--- config.mk ---
export PLATFORM = sky130hd
export DESIGN_NAME = pwm_quad_timer
export DESIGN_NICKNAME = d
export VERILOG_FILES = /design/src/rtl/pwm_quad_timer.sv
export SDC_FILE = /design/constraint.sdc
export NUM_CORES = 1
export LEC_CHECK = 0
export CAP_MARGIN = 20
export CORE_MARGIN = 8
export CORE_UTILIZATION = 55
export CTS_CLUSTER_SIZE = 24
export DETAILED_ROUTE_END_ITERATION = 6
export HOLD_SLACK_MARGIN = 0.08
export PLACE_DENSITY = 0.72
export SETUP_SLACK_MARGIN = 0.2
export SLEW_MARGIN = 20
export SYNTH_ARGS = -nofsm -noshare
export SYNTH_HDL_FRONTEND = slang
export SYNTH_SLANG_ARGS = --single-unit
--- constraint.sdc ---
create_clock -name clk -period 5.1 [get_ports clk]
set_input_delay 1.02 -clock clk [delete_from_list [all_inputs] [get_ports clk]]
set_output_delay 1.02 -clock clk [all_outputs]
set_load 0.01 [all_outputs]
--- src/rtl/pwm_quad_timer.sv ---
module pwm_quad_timer #(
  parameter int CH = 4,
  parameter int CW = 16,
  parameter int PW = 7,
  localparam int AW = $clog2(CH + 4),
  localparam int DW = (CW > PW + 2) ? ((CW > 2 * CH) ? CW : 2 * CH)
                                    : ((PW + 2 > 2 * CH) ? PW + 2 : 2 * CH)
) (
  input  logic          clk,
  input  logic          rst_n,
  input  logic          wr_en,
  input  logic [AW-1:0] wr_addr,
  input  logic [DW-1:0] wr_data,
  output logic [CH-1:0] pwm_out
);

  localparam int A_CTRL = 0;
  localparam int A_PER  = 1;
  localparam int A_CMP0 = 2;
  localparam int A_RES  = CH + 2;
  localparam int A_SEL  = CH + 3;

  logic          halt_q;
  logic [PW-1:0] pre_q, pdiv_q;
  logic [CW-1:0] cnt_q, per_sh, per_act;
  logic [CW-1:0] cmp_sh  [CH];
  logic [CW-1:0] cmp_act [CH];
  logic [2*CH-1:0] res_q;
  logic [CH-1:0] sel_q, out_q, out_nx;

  wire ctl_wr  = wr_en && (wr_addr == AW'(A_CTRL));
  wire clr_cmd = ctl_wr && wr_data[1];
  wire tick    = !halt_q && (pdiv_q >= pre_q);
  wire wrap    = tick && (cnt_q == per_act);
  wire [CW-1:0] cnt_nx = wrap ? '0 : cnt_q + 1'b1;
  wire [CW-1:0] per_nx = wrap ? per_sh : per_act;

  always_comb begin
    for (int n = 0; n < CH; n++) begin
      logic [CW-1:0] c;
      logic ce, cl;
      c  = wrap ? cmp_sh[n] : cmp_act[n];
      ce = tick && (cnt_nx == c) && (c < per_nx);
      cl = sel_q[n] ? wrap : ce;
      out_nx[n] = out_q[n];
      if (wrap && cl) begin
        case (res_q[2*n +: 2])
          2'b01:   out_nx[n] = 1'b1;
          2'b10:   out_nx[n] = 1'b0;
          default: out_nx[n] = out_q[n];
        endcase
      end else if (wrap) begin
        out_nx[n] = 1'b1;
      end else if (cl) begin
        out_nx[n] = 1'b0;
      end
    end
  end

  always_ff @(posedge clk or negedge rst_n) begin
    if (!rst_n) begin
      halt_q  <= 1'b1;
      pre_q   <= '0;
      per_sh  <= '0;
      res_q   <= '0;
      sel_q   <= '0;
      for (int n = 0; n < CH; n++) cmp_sh[n] <= '0;
    end else if (wr_en) begin
      if (wr_addr == AW'(A_CTRL)) begin
        halt_q <= wr_data[0];
        pre_q  <= wr_data[PW+1:2];
      end
      if (wr_addr == AW'(A_PER)) per_sh <= wr_data[CW-1:0];
      if (wr_addr == AW'(A_RES)) res_q  <= wr_data[2*CH-1:0];
      if (wr_addr == AW'(A_SEL)) sel_q  <= wr_data[CH-1:0];
      for (int n = 0; n < CH; n++)
        if (wr_addr == AW'(A_CMP0 + n)) cmp_sh[n] <= wr_data[CW-1:0];
    end
  end

  always_ff @(posedge clk or negedge rst_n) begin
    if (!rst_n) begin
      pdiv_q  <= '0;
      cnt_q   <= '0;
      per_act <= '0;
      out_q   <= '0;
      for (int n = 0; n < CH; n++) cmp_act[n] <= '0;
    end else if (clr_cmd) begin
      pdiv_q  <= '0;
      cnt_q   <= '0;
      per_act <= per_sh;
      out_q   <= '0;
      for (int n = 0; n < CH; n++) cmp_act[n] <= cmp_sh[n];
    end else begin
      if (tick) begin
        pdiv_q <= '0;
        cnt_q  <= cnt_nx;
      end else if (!halt_q) begin
        pdiv_q <= pdiv_q + 1'b1;
      end
      if (wrap) begin
        per_act <= per_sh;
        for (int n = 0; n < CH; n++) cmp_act[n] <= cmp_sh[n];
      end
      out_q <= out_nx;
    end
  end

  assign pwm_out = out_q;

endmodule

# Word level (Yosys, flattened, before mapping)
# Index checks and enable logic that the tools add are counted.
op_classes:
  n_addsub: 2
  mux: 35
  eq_ne: 25
  order_cmp: 5
  n_reduce_logical: 36
ops:
  columns: ["op", "n"]
  rows:
  - ["16-bit 2-to-1 mux", 9]
  - ["64-bit 2-to-1 mux", 2]
  - ["16-bit equality test", 5]
  - ["16-bit < comparator", 4]
  - ["2-bit AND reduction", 12]
  - ["7-bit 2-to-1 mux", 3]
  - ["16-bit by 1-bit adder with 16-bit output, second input constant", 1]
  - ["1-bit logical AND", 16]
  - ["1-bit 2-to-1 mux", 16]
  - ["4-bit by 2-bit inequality test with 1-bit output, second input constant", 4]
  - ["4-bit nonzero test", 4]
  - ["3-bit equality test, second input constant", 4]
  - ["2-bit by 1-bit equality test with 1-bit output, second input constant", 4]
  - ["2-bit equality test, second input constant", 4]
  - ["1-bit one-hot mux with 2 select lines", 4]
  - ["7-bit by 1-bit adder with 7-bit output, second input constant", 1]
  - ["7-bit >= comparator", 1]
  - ["3-bit by 2-bit equality test with 1-bit output, second input constant", 2]
  - ["4-bit 2-to-1 mux", 1]
  - ["2-bit nonzero test", 2]
  - ["3-bit by 1-bit equality test with 1-bit output, second input constant", 1]
  - ["3-bit logical NOT", 1]
  - ["3-bit by 1-bit inequality test with 1-bit output, second input constant", 1]
  - ["1-bit logical NOT", 1]
totals:
  regBits: 207
  elab_cells: 123
  input_bits: 22
  out_inout_bits: 4

# Longest topological paths before layout
# Gate-level depths: netlist (run 1).
logic_depth:
  depth_word: 12
  depth_mapped: 23

# Worst setup path after synthesis (run 1)
# OpenSTA, ideal clock, no wires.
synth_path:
  path_type: "register to register"
  from: "register per_act[2]"
  to: "register out_q[1], in the netlist pwm_out[1]"
  slack_ns: 0.748
  arrival_time_ns: 4.227
  path_stages_with_launch: 19
  setup_time_ns: 0.125
  period_less_slack_ns: 4.352
  required_time_ns: 4.975
  path_cell_list: "dfrtp_1 buf_1 xnor2_1 nand4_1 nor4_1 and2_1 buf_4 buf_4 buf_2 buf_2 mux2i_1 ha_1 a21o_1 a21o_1 a21oi_1 o21ai_0 a2111o_1 a221oi_1 mux2_2"
synth_via:
  elab_chain_cells: 10
synth_rtl:
  columns: ["element", "line", "source"]
  rows:
  - ["from (decl)", "25", "logic [CW-1:0] cnt_q, per_sh, per_act;"]
  - ["from (signal assigned)", "91", "per_act <= per_sh;"]
  - ["from (signal assigned)", "102", "per_act <= per_sh;"]
  - ["parallel branches: the longest is 10 deep, another holds 16-bit < comparator", null, null]
  - ["to (signal assigned)", "105", "out_q <= out_nx;"]
  - ["to (decl)", "29", "logic [CH-1:0] sel_q, out_q, out_nx;"]
# Parallel ways; which one is timed is not known.
# A chain may end at the register's enable or synchronous reset.

# Final worst setup path (run 1)
layout_path:
  from: "register pdiv_q[2]"
  to: "register out_q[3], in the netlist pwm_out[3]"
layout_via:
  elab_chain_cells: 11
layout_rtl:
  columns: ["element", "line", "source"]
  rows:
  - ["from (decl)", "24", "logic [PW-1:0] pre_q, pdiv_q;"]
  - ["from (signal assigned)", "99", "pdiv_q <= pdiv_q + 1'b1;"]
  - ["7-bit >= comparator *", "33", "wire tick = !halt_q && (pdiv_q >= pre_q);"]
  - ["1-bit logical AND *", "33", null]
  - ["parallel branches: the longest is 9 deep, another holds 16-bit < comparator", null, null]
# Mark *: on every way between the ends.

==> results.rst, run 1 <==
.. list-table::
   :header-rows: 1

   * - Metric
     - Value
   * - Via count of the first global-routing pass
     - between 9000 and 10000
   * - Worst Min Path Start
     - res_q[2]$_DFFE_PN0P_
   * - Number of maximum-capacitance constraint violations
     - 0
   * - Die outline height
     - between 150 and 200 um
   * - Number of flip-flops and latches in the synthesized netlist
     - 207
   * - Most common library cell in the layout ignoring fill and taps
     - nand2_1
   * - # H-tree levels
     - 1
   * - Pin slew with the least headroom to its limit
     - 0.896 ns
   * - Starting density of the core
     - 0.554
   * - Cells on worst reg2reg path
     - 16
   * - Core Footprint
     - 22400 sq um
   * - N_diodes
     - 0
   * - First-pass detailed-route iteration total
     - 6
   * - Antenna violation net count after detailed routing
     - 0
   * - Critical-path cell list
     - ha_1, nand2_1, o21ai_0, a41o_1, and2_4, mux2i_1, ha_1, a21o_1, a21oi_1, o21bai_1, a21oi_1, o211ai_1, nor4_1, o22ai_1, mux2i_1, o211ai_1
   * - Endpoints failing hold
     - 0
   * - Data required time at the worst endpoint
     - 5.49 ns
   * - Total number of vias
     - 10200
   * - Leading register cell type out of synthesis
     - dfrtp_1
   * - Area of placed instances
     - 13000 sq um
   * - Buffer count from post-CTS setup fixing
     - 0
   * - First DRT Iteration DRCs
     - 1000
   * - Number of stages on the worst setup path
     - 16
   * - Final weighted congestion in routability-driven placement
     - ~1
   * - Port Buffers
     - 25
   * - WP data arrival
     - 5.03 ns
   * - Post-synth ARST share
     - 1.00
   * - Unrepaired setup endpoints after global routing
     - false
   * - Largest stage delay, worst path
     - 0.51 ns
   * - Number of antenna violations at the first check in global routing
     - 0
   * - Maximum number of pins on one net before global-route repair
     - slightly above 100
   * - Number of inserted filler cells in the final layout
     - 1872
   * - Share of post-route cells with drive strength above 1
     - 0.138
   * - Total die area
     - 27600 sq um
   * - Relative max-transition margin
     - 0.398
   * - Worst hold margin
     - 0.502 ns
   * - Sum of buffers and inverters on the critical path
     - 0
   * - Sequential share of the synthesized area
     - 0.418
   * - Run status
     - finished clean
   * - Worst Skew
     - 0.0143 ns
   * - Die Width
     - around 170 um
   * - Total global routing overflow
     - 0
   * - Critical Path Fanout Max
     - 35
   * - Number of buffers inserted during clock tree synthesis
     - 24
   * - CP startpoint
     - pdiv_q[2]$_DFFE_PN0P_
   * - Final design area excluding fillers
     - 13800 sq um
   * - RR Startpoint
     - pdiv_q[2]$_DFFE_PN0P_
   * - Number of top-level design ports
     - 26
   * - Clk pin slew, worst setup/hold paths
     - 0.06 ns
   * - Cell family with the largest share of critical-path delay
     - compound AO/OA/AOI/OAI gates
   * - Mean instance size in the synthesized netlist
     - between 9 and 10 sq um
   * - Met3 WL
     - about 2700 um
   * - Global-route wire length before repair
     - 56100 um
   * - Element type at the critical path end
     - flip-flop
   * - Vias per cell
     - 6.11
   * - Worst reg2reg endpoint
     - pwm_out[3]$_DFFE_PN0P_
   * - Clock Latency Late Sink
     - 0.52 ns
   * - Slowest CP cell
     - mux2i_1
   * - Met2 layer wire length in the routed design
     - ~16000 um
   * - Core Rows
     - 55
   * - Clock net sink count
     - ~210
   * - Number of distinct library cells after synthesis
     - 69
   * - Final critical path time including I/O delays and setup
     - 4.64 ns
   * - Wl on met1
     - between 15000 and 20000 um
   * - Reg-to-reg slack, setup
     - around 0.46 ns
   * - Class of the worst hold path
     - flip-flop to flip-flop
   * - Worst vdd ir
     - 0.000298 V
   * - Critical path capture point
     - pwm_out[3]$_DFFE_PN0P_
   * - Final wirelength
     - 35800 um
   * - Estimated wirelength of the detail-placed design
     - 25800 um
   * - Maximum number of buffers from clock root to sink
     - 3
   * - Drt drc
     - 0
   * - Category of the worst setup path launch point
     - flip-flop
   * - Final-report setup violation count
     - 0
   * - Clock tree from TritonCTS
     - built
   * - Highest-count cells in the layout ignoring fill and taps
     - nand2_1 (427), dfrtp_1 (206), mux2_2 (96)
   * - Number of standard cells after synthesis
     - 1360
   * - Post-synth EDFFs
     - 0
   * - Net total in the final layout
     - 1462
   * - Count of pins over their slew limit
     - 0
   * - Worst setup path category
     - flip-flop to flip-flop
   * - Count of cells resized by post-cts repair
     - 0
   * - Post-CTS Hold Buffers
     - 0
   * - Final Cycle Share
     - 0.909
   * - Area added between synthesis and finish
     - 11.4%
   * - Routed length per instance
     - 21.3 um
   * - Synthesis Warnings
     - 0
   * - Cell area power density
     - between 400 and 500 nW/um^2
   * - Net count after synthesis
     - around 1400
   * - Post-synthesis instance area
     - 12400 sq um
   * - Leak pwr
     - 6.35 nW
   * - Final sum of negative setup slack
     - 0 ns
   * - Top layer reached by signal wires
     - met4
   * - Total routing usage reported by global routing
     - 0.257
   * - Root buffer cell
     - clkbuf_16
   * - F_max
     - 216 MHz
-- metal layers --
layer  track usage  up-vias
met1         0.363     5024
met5             0        -
met4        0.0925        0
met3        0.0442       93
met2         0.391      408
li1              -     4707
-- metrics by stage --
step                      cells  setup WS (ns)  total power, mW  utilization
after floorplan            1360          0.748             3.97            -
after global placement     1632          0.381             4.65        0.583
after detailed placement   1632          0.352             4.71        0.583
after CTS                  1675          0.304             6.40        0.617
after global routing       1675          0.217             6.81        0.617
final                      1675          0.463             6.42        0.617
-- cells by family (layout without fill, tap and decap cells) --
| kind of cell | count (synthesis) | count (layout) | synth area share |
|---|---|---|---|
| xor gates and xnor gates | 95 | 95 | 0.0715 |
| buffers and inverters | 93 | 123 | 0.0322 |
| and+or+nand+nor | 619 | 619 | 0.221 |
| muxes | 116 | 116 | 0.103 |
| adders and majority gates | 67 | 67 | 0.0676 |
| AOI/OAI and AO/OA | 163 | 163 | 0.0868 |
| DFF | 207 | 207 | 0.418 |
-- registers in the layout, indices dropped and copies added, names as in the netlist --
| register | flops |
|---|---|
| sel_q | 4 |
| cmp_sh | 64 |
| halt_q | 1 |
| pwm_out | 4 |
| res_q | 8 |
| per_act | 16 |
| pre_q | 7 |
| pdiv_q | 7 |
| per_sh | 16 |
| cmp_act | 64 |
| cnt_q | 16 |
-- cell usage after synthesis (21+ instances only) --
| cell type | n | area share |
|---|---|---|
| nor4_1 | 21 | 0.011 |
| o21ai_0 | 44 | 0.018 |
| a21oi_1 | 44 | 0.018 |
| nand2_1 | 429 | 0.13 |
| a21o_1 | 22 | 0.013 |
| clkbuf_1 | 45 | 0.014 |
| xor2_1 | 26 | 0.018 |
| nand4_1 | 29 | 0.015 |
| mux2_2 | 96 | 0.087 |
| nor2_1 | 38 | 0.012 |
| ha_1 | 67 | 0.068 |
| xnor2_1 | 65 | 0.046 |
| dfrtp_1 | 206 | 0.42 |
-- power by group --
group	internal (mW)	leakage, nW	total (mW)	switching [mW]
clock	0.967	0.363	1.68	0.709
combinational	0.994	3.39	2.15	1.16
sequential	2.04	2.59	2.59	0.547
-- area by class of cell --
class | count | area, sq um | share of cell area
Tap cell | 285 | 357 | 0.0258
Sequential cell | 207 | 5180 | 0.375
Clock inverter | 13 | 114 | 0.00825
Timing Repair Buffer | 60 | 558 | 0.0404
Clock buffer | 30 | 654 | 0.0474
Multi-Input combinational cell | 1060 | 6870 | 0.497
Inverter | 20 | 75.1 | 0.00544
-- worst min path at each step --
stage / to / slack (ns) / depth (start not counted)
4_1_cts: per_act[14]$_DFF_PN0_ / 0.51 / 2
3_5_place_dp: per_act[14]$_DFF_PN0_ / 0.49 / 2
5_1_grt: cmp_act[19]$_DFFE_PN0N_ / 0.54 / 2
6_report: res_q[2]$_DFFE_PN0P_ / 0.50 / 1
3_3_place_gp: per_act[5]$_DFF_PN0_ / 0.48 / 2
2_1_floorplan: per_act[10]$_DFF_PN0_ / 0.46 / 2
No activity file was read; power rests on OpenSTA's default activity.
==> inputs of run 2 (changes only) <==
- CTS_BUF_LIST: default -> sky130_fd_sc_hd__clkbuf_16
- SLEW_MARGIN: 20 -> 40
==> run 2 against run 1 <==
Worst hold slack got worse by 0.086 ns; global-route usage barely moved; first-iteration DRC count increased by 13%; clock skew rose by 0.0029 ns; via count is 0.31% lower; final area increased by 0.28%; flip-flop and latch count unchanged; largest cell class unchanged; wire length hardly changed; power down 0.23%; maximum frequency about the same; clock power barely moved; largest power group unchanged.
==> results.rst, run 2 (synthesis gave the netlist of run 1 again) <==
.. list-table::
   :header-rows: 1

   * - Metric
     - Value
   * - Run status
     - finished clean
   * - F_max
     - 216 MHz
   * - Total number of vias
     - 10200
   * - Cell area power density
     - 463 nW/um^2
   * - N_diodes
     - 0
   * - Reg-to-reg slack, setup
     - between 0.4 and 0.5 ns
   * - Share of post-route cells with drive strength above 1
     - 0.139
   * - Sw frac
     - 0.378
   * - Antenna violation net count after detailed routing
     - 0
   * - Worst vdd ir
     - 0.000298 V
   * - Total routing usage reported by global routing
     - 0.257
   * - Area added between synthesis and finish
     - 11.7%
   * - Number of buffers inserted during clock tree synthesis
     - 24
   * - Area taken by flip-flops and latches
     - a little over 5000 sq um
   * - Clock Latency Late Sink
     - 0.53 ns
   * - Die Width
     - 166 um
   * - Unrepaired setup endpoints after global routing
     - false
   * - Number of placed instances with taps included
     - 1632
   * - Clock tree from TritonCTS
     - built
   * - Final sum of negative setup slack
     - 0 ns
   * - Element type at the critical path end
     - flip-flop
   * - Final-report setup violation count
     - 0
   * - Number of inserted filler cells in the final layout
     - 1870
   * - Number of top-level design ports
     - 26
   * - Estimated wirelength of the detail-placed design
     - approximately 26000 um
   * - Vias per cell
     - between 6 and 7
   * - Relative max-transition margin
     - 0.425
   * - Pint
     - 3.98 mW
   * - PnR worst setup slack
     - roughly 0.46 ns
   * - Post-Route Utilization
     - 0.619
   * - Most common library cell in the layout ignoring fill and taps
     - nand2_1
   * - Multi-input gate area in the final layout
     - between 6000 and 7000 sq um
   * - Die outline height
     - 166 um
   * - Core Rows
     - 55
   * - Data required time at the worst endpoint
     - 5.55 ns
   * - Starting density of the core
     - 0.554
   * - Critical-path cell list
     - ha_1, nand2_1, o21ai_0, a41o_1, and2_4, mux2i_1, ha_1, and3_1, a221o_1, a21oi_1, nand4b_1, o211a_1, a2111oi_2, mux2i_1
   * - Number of antenna violations at the first check in global routing
     - 0
   * - Slowest CP cell
     - mux2i_1
   * - Number of maximum-capacitance constraint violations
     - 0
   * - Port Buffers
     - 25
   * - Buffer count from post-CTS setup fixing
     - 0
   * - Pin slew with the least headroom to its limit
     - between 0.8 and 0.9 ns
   * - Category of the worst setup path launch point
     - flip-flop
   * - Net total in the final layout
     - 1464
   * - First-pass detailed-route iteration total
     - 5
   * - Count of cells resized by post-cts repair
     - 0
   * - Regs by FF count
     - cmp_act (64), cmp_sh (64)
   * - Clk pin slew, worst setup/hold paths
     - about 0.060 ns
   * - # H-tree levels
     - 1
   * - Post-CTS Hold Buffers
     - 0
   * - Final weighted congestion in routability-driven placement
     - 0.987
   * - First DRT Iteration DRCs
     - 1128
   * - Total global routing overflow
     - 0
   * - Routed length per instance
     - 21.3 um
   * - Total die area
     - roughly 28000 sq um
   * - Drt drc
     - 0
   * - Worst Skew
     - roughly 0.017 ns
   * - Final cell count without fillers
     - 1677
   * - Highest-count cells in the layout ignoring fill and taps
     - nand2_1 (427), dfrtp_1 (206), mux2_2 (96)
   * - Switching power
     - 2.42 mW
   * - Proportion of power drawn by flip-flops and latches
     - 0.404
   * - Worst setup path category
     - flip-flop to flip-flop
   * - Maximum number of buffers from clock root to sink
     - 3
   * - Portion of total power attributed to the clock network
     - 0.258
   * - Comb pwr share
     - 0.337
   * - Critical Path Fanout Max
     - 35
   * - Root buffer cell
     - clkbuf_16
   * - Final critical path time including I/O delays and setup
     - 4.64 ns
   * - Final wirelength
     - 35700 um
   * - Class of the worst hold path
     - input port to asynchronous set/reset pin
   * - Largest stage delay, worst path
     - 0.55 ns
   * - WP data arrival
     - just over 5 ns
   * - Final Cycle Share
     - 0.909
   * - Endpoints failing hold
     - 0
   * - Clock net sink count
     - 207
   * - Leak pwr
     - approximately 6.4 nW
   * - Maximum number of pins on one net before global-route repair
     - 103
   * - Via count of the first global-routing pass
     - just under 10000
   * - Count of pins over their slew limit
     - 0
   * - Pre-CTS WS
     - 0.491 ns
   * - Global-route wire length before repair
     - 56100 um
   * - Core Footprint
     - between 20000 and 25000 sq um
==> run 2: changes by cell type in the layout (fill, tap and decap cells not counted), sizes merged <==
cell,before,now
inv,21,25
buf,35,38
clkbuf,31,25
clkinv,6,7
==> run 2: layer usage <==
metal | global-route usage | part of all wire | vias to the layer above
li1 | - | - | 4711
met1 | 0.363 | 0.44 | 5001
met2 | 0.390 | 0.45 | 404
met3 | 0.0442 | 0.076 | 84
met4 | 0.0925 | 0.036 | 0
met5 | 0 | 0 | -
==> run 2: worst paths after layout <==
| path | startpoint | end | cells after the start |
|---|---|---|---|
| min in group clk | res_q[2]$_DFFE_PN0P_ | res_q[2]$_DFFE_PN0P_ | 1 |
| hold reg to reg | res_q[2]$_DFFE_PN0P_ | res_q[2]$_DFFE_PN0P_ | 1 |
| max in group asynchronous | rst_n | cmp_sh[26]$_DFFE_PN0P_ | 3 |
| hold / removal | rst_n | pre_q[2]$_DFFE_PN0P_ | 1 |
| setup / recovery | pdiv_q[2]$_DFFE_PN0P_ | pwm_out[0]$_DFFE_PN0P_ | 14 |
| setup reg to reg | pdiv_q[2]$_DFFE_PN0P_ | pwm_out[0]$_DFFE_PN0P_ | 14 |
==> run 2: metrics by stage <==
step | hold WS (ns) | instance area, sq um | total power, mW
3_5_place_dp | 0.490 | 13000 | 4.71
5_1_grt | 0.439 | 13800 | 6.79
6_report | 0.417 | 13800 | 6.40
4_1_cts | 0.506 | 13800 | 6.38
3_3_place_gp | 0.480 | 13000 | 4.65
2_1_floorplan | 0.464 | 12400 | 3.97
==> run 2: critical path, delay by kind of cell, from the launching register on <==
kind            cells  cell delay [ns]
compound gates      6             1.87
fa+ha+maj           2             0.64
flops               1             0.41
mux                 2             0.78
simple gates        4             0.86
==> run 2: power groups by stage <==
stage | combinational [mW] | sequential [mW] | clock [mW]
after floorplan | 1.63 | 2.35 | 0
after CTS | 2.13 | 2.57 | 1.68
final | 2.16 | 2.59 | 1.66
after global placement | 2.06 | 2.59 | 0
after detailed placement | 2.12 | 2.60 | 0
after global routing | 2.41 | 2.64 | 1.75
==> run 2: area by class of cell <==
cell class | instances | share of cell area
flip-flops and latches | 207 | 0.374
clock inverters | 18 | 0.00958
repair buffers | 62 | 0.0435
multi-input cells | 1060 | 0.496
clock buffers | 25 | 0.0452
well taps | 285 | 0.0258
inverters | 20 | 0.00542
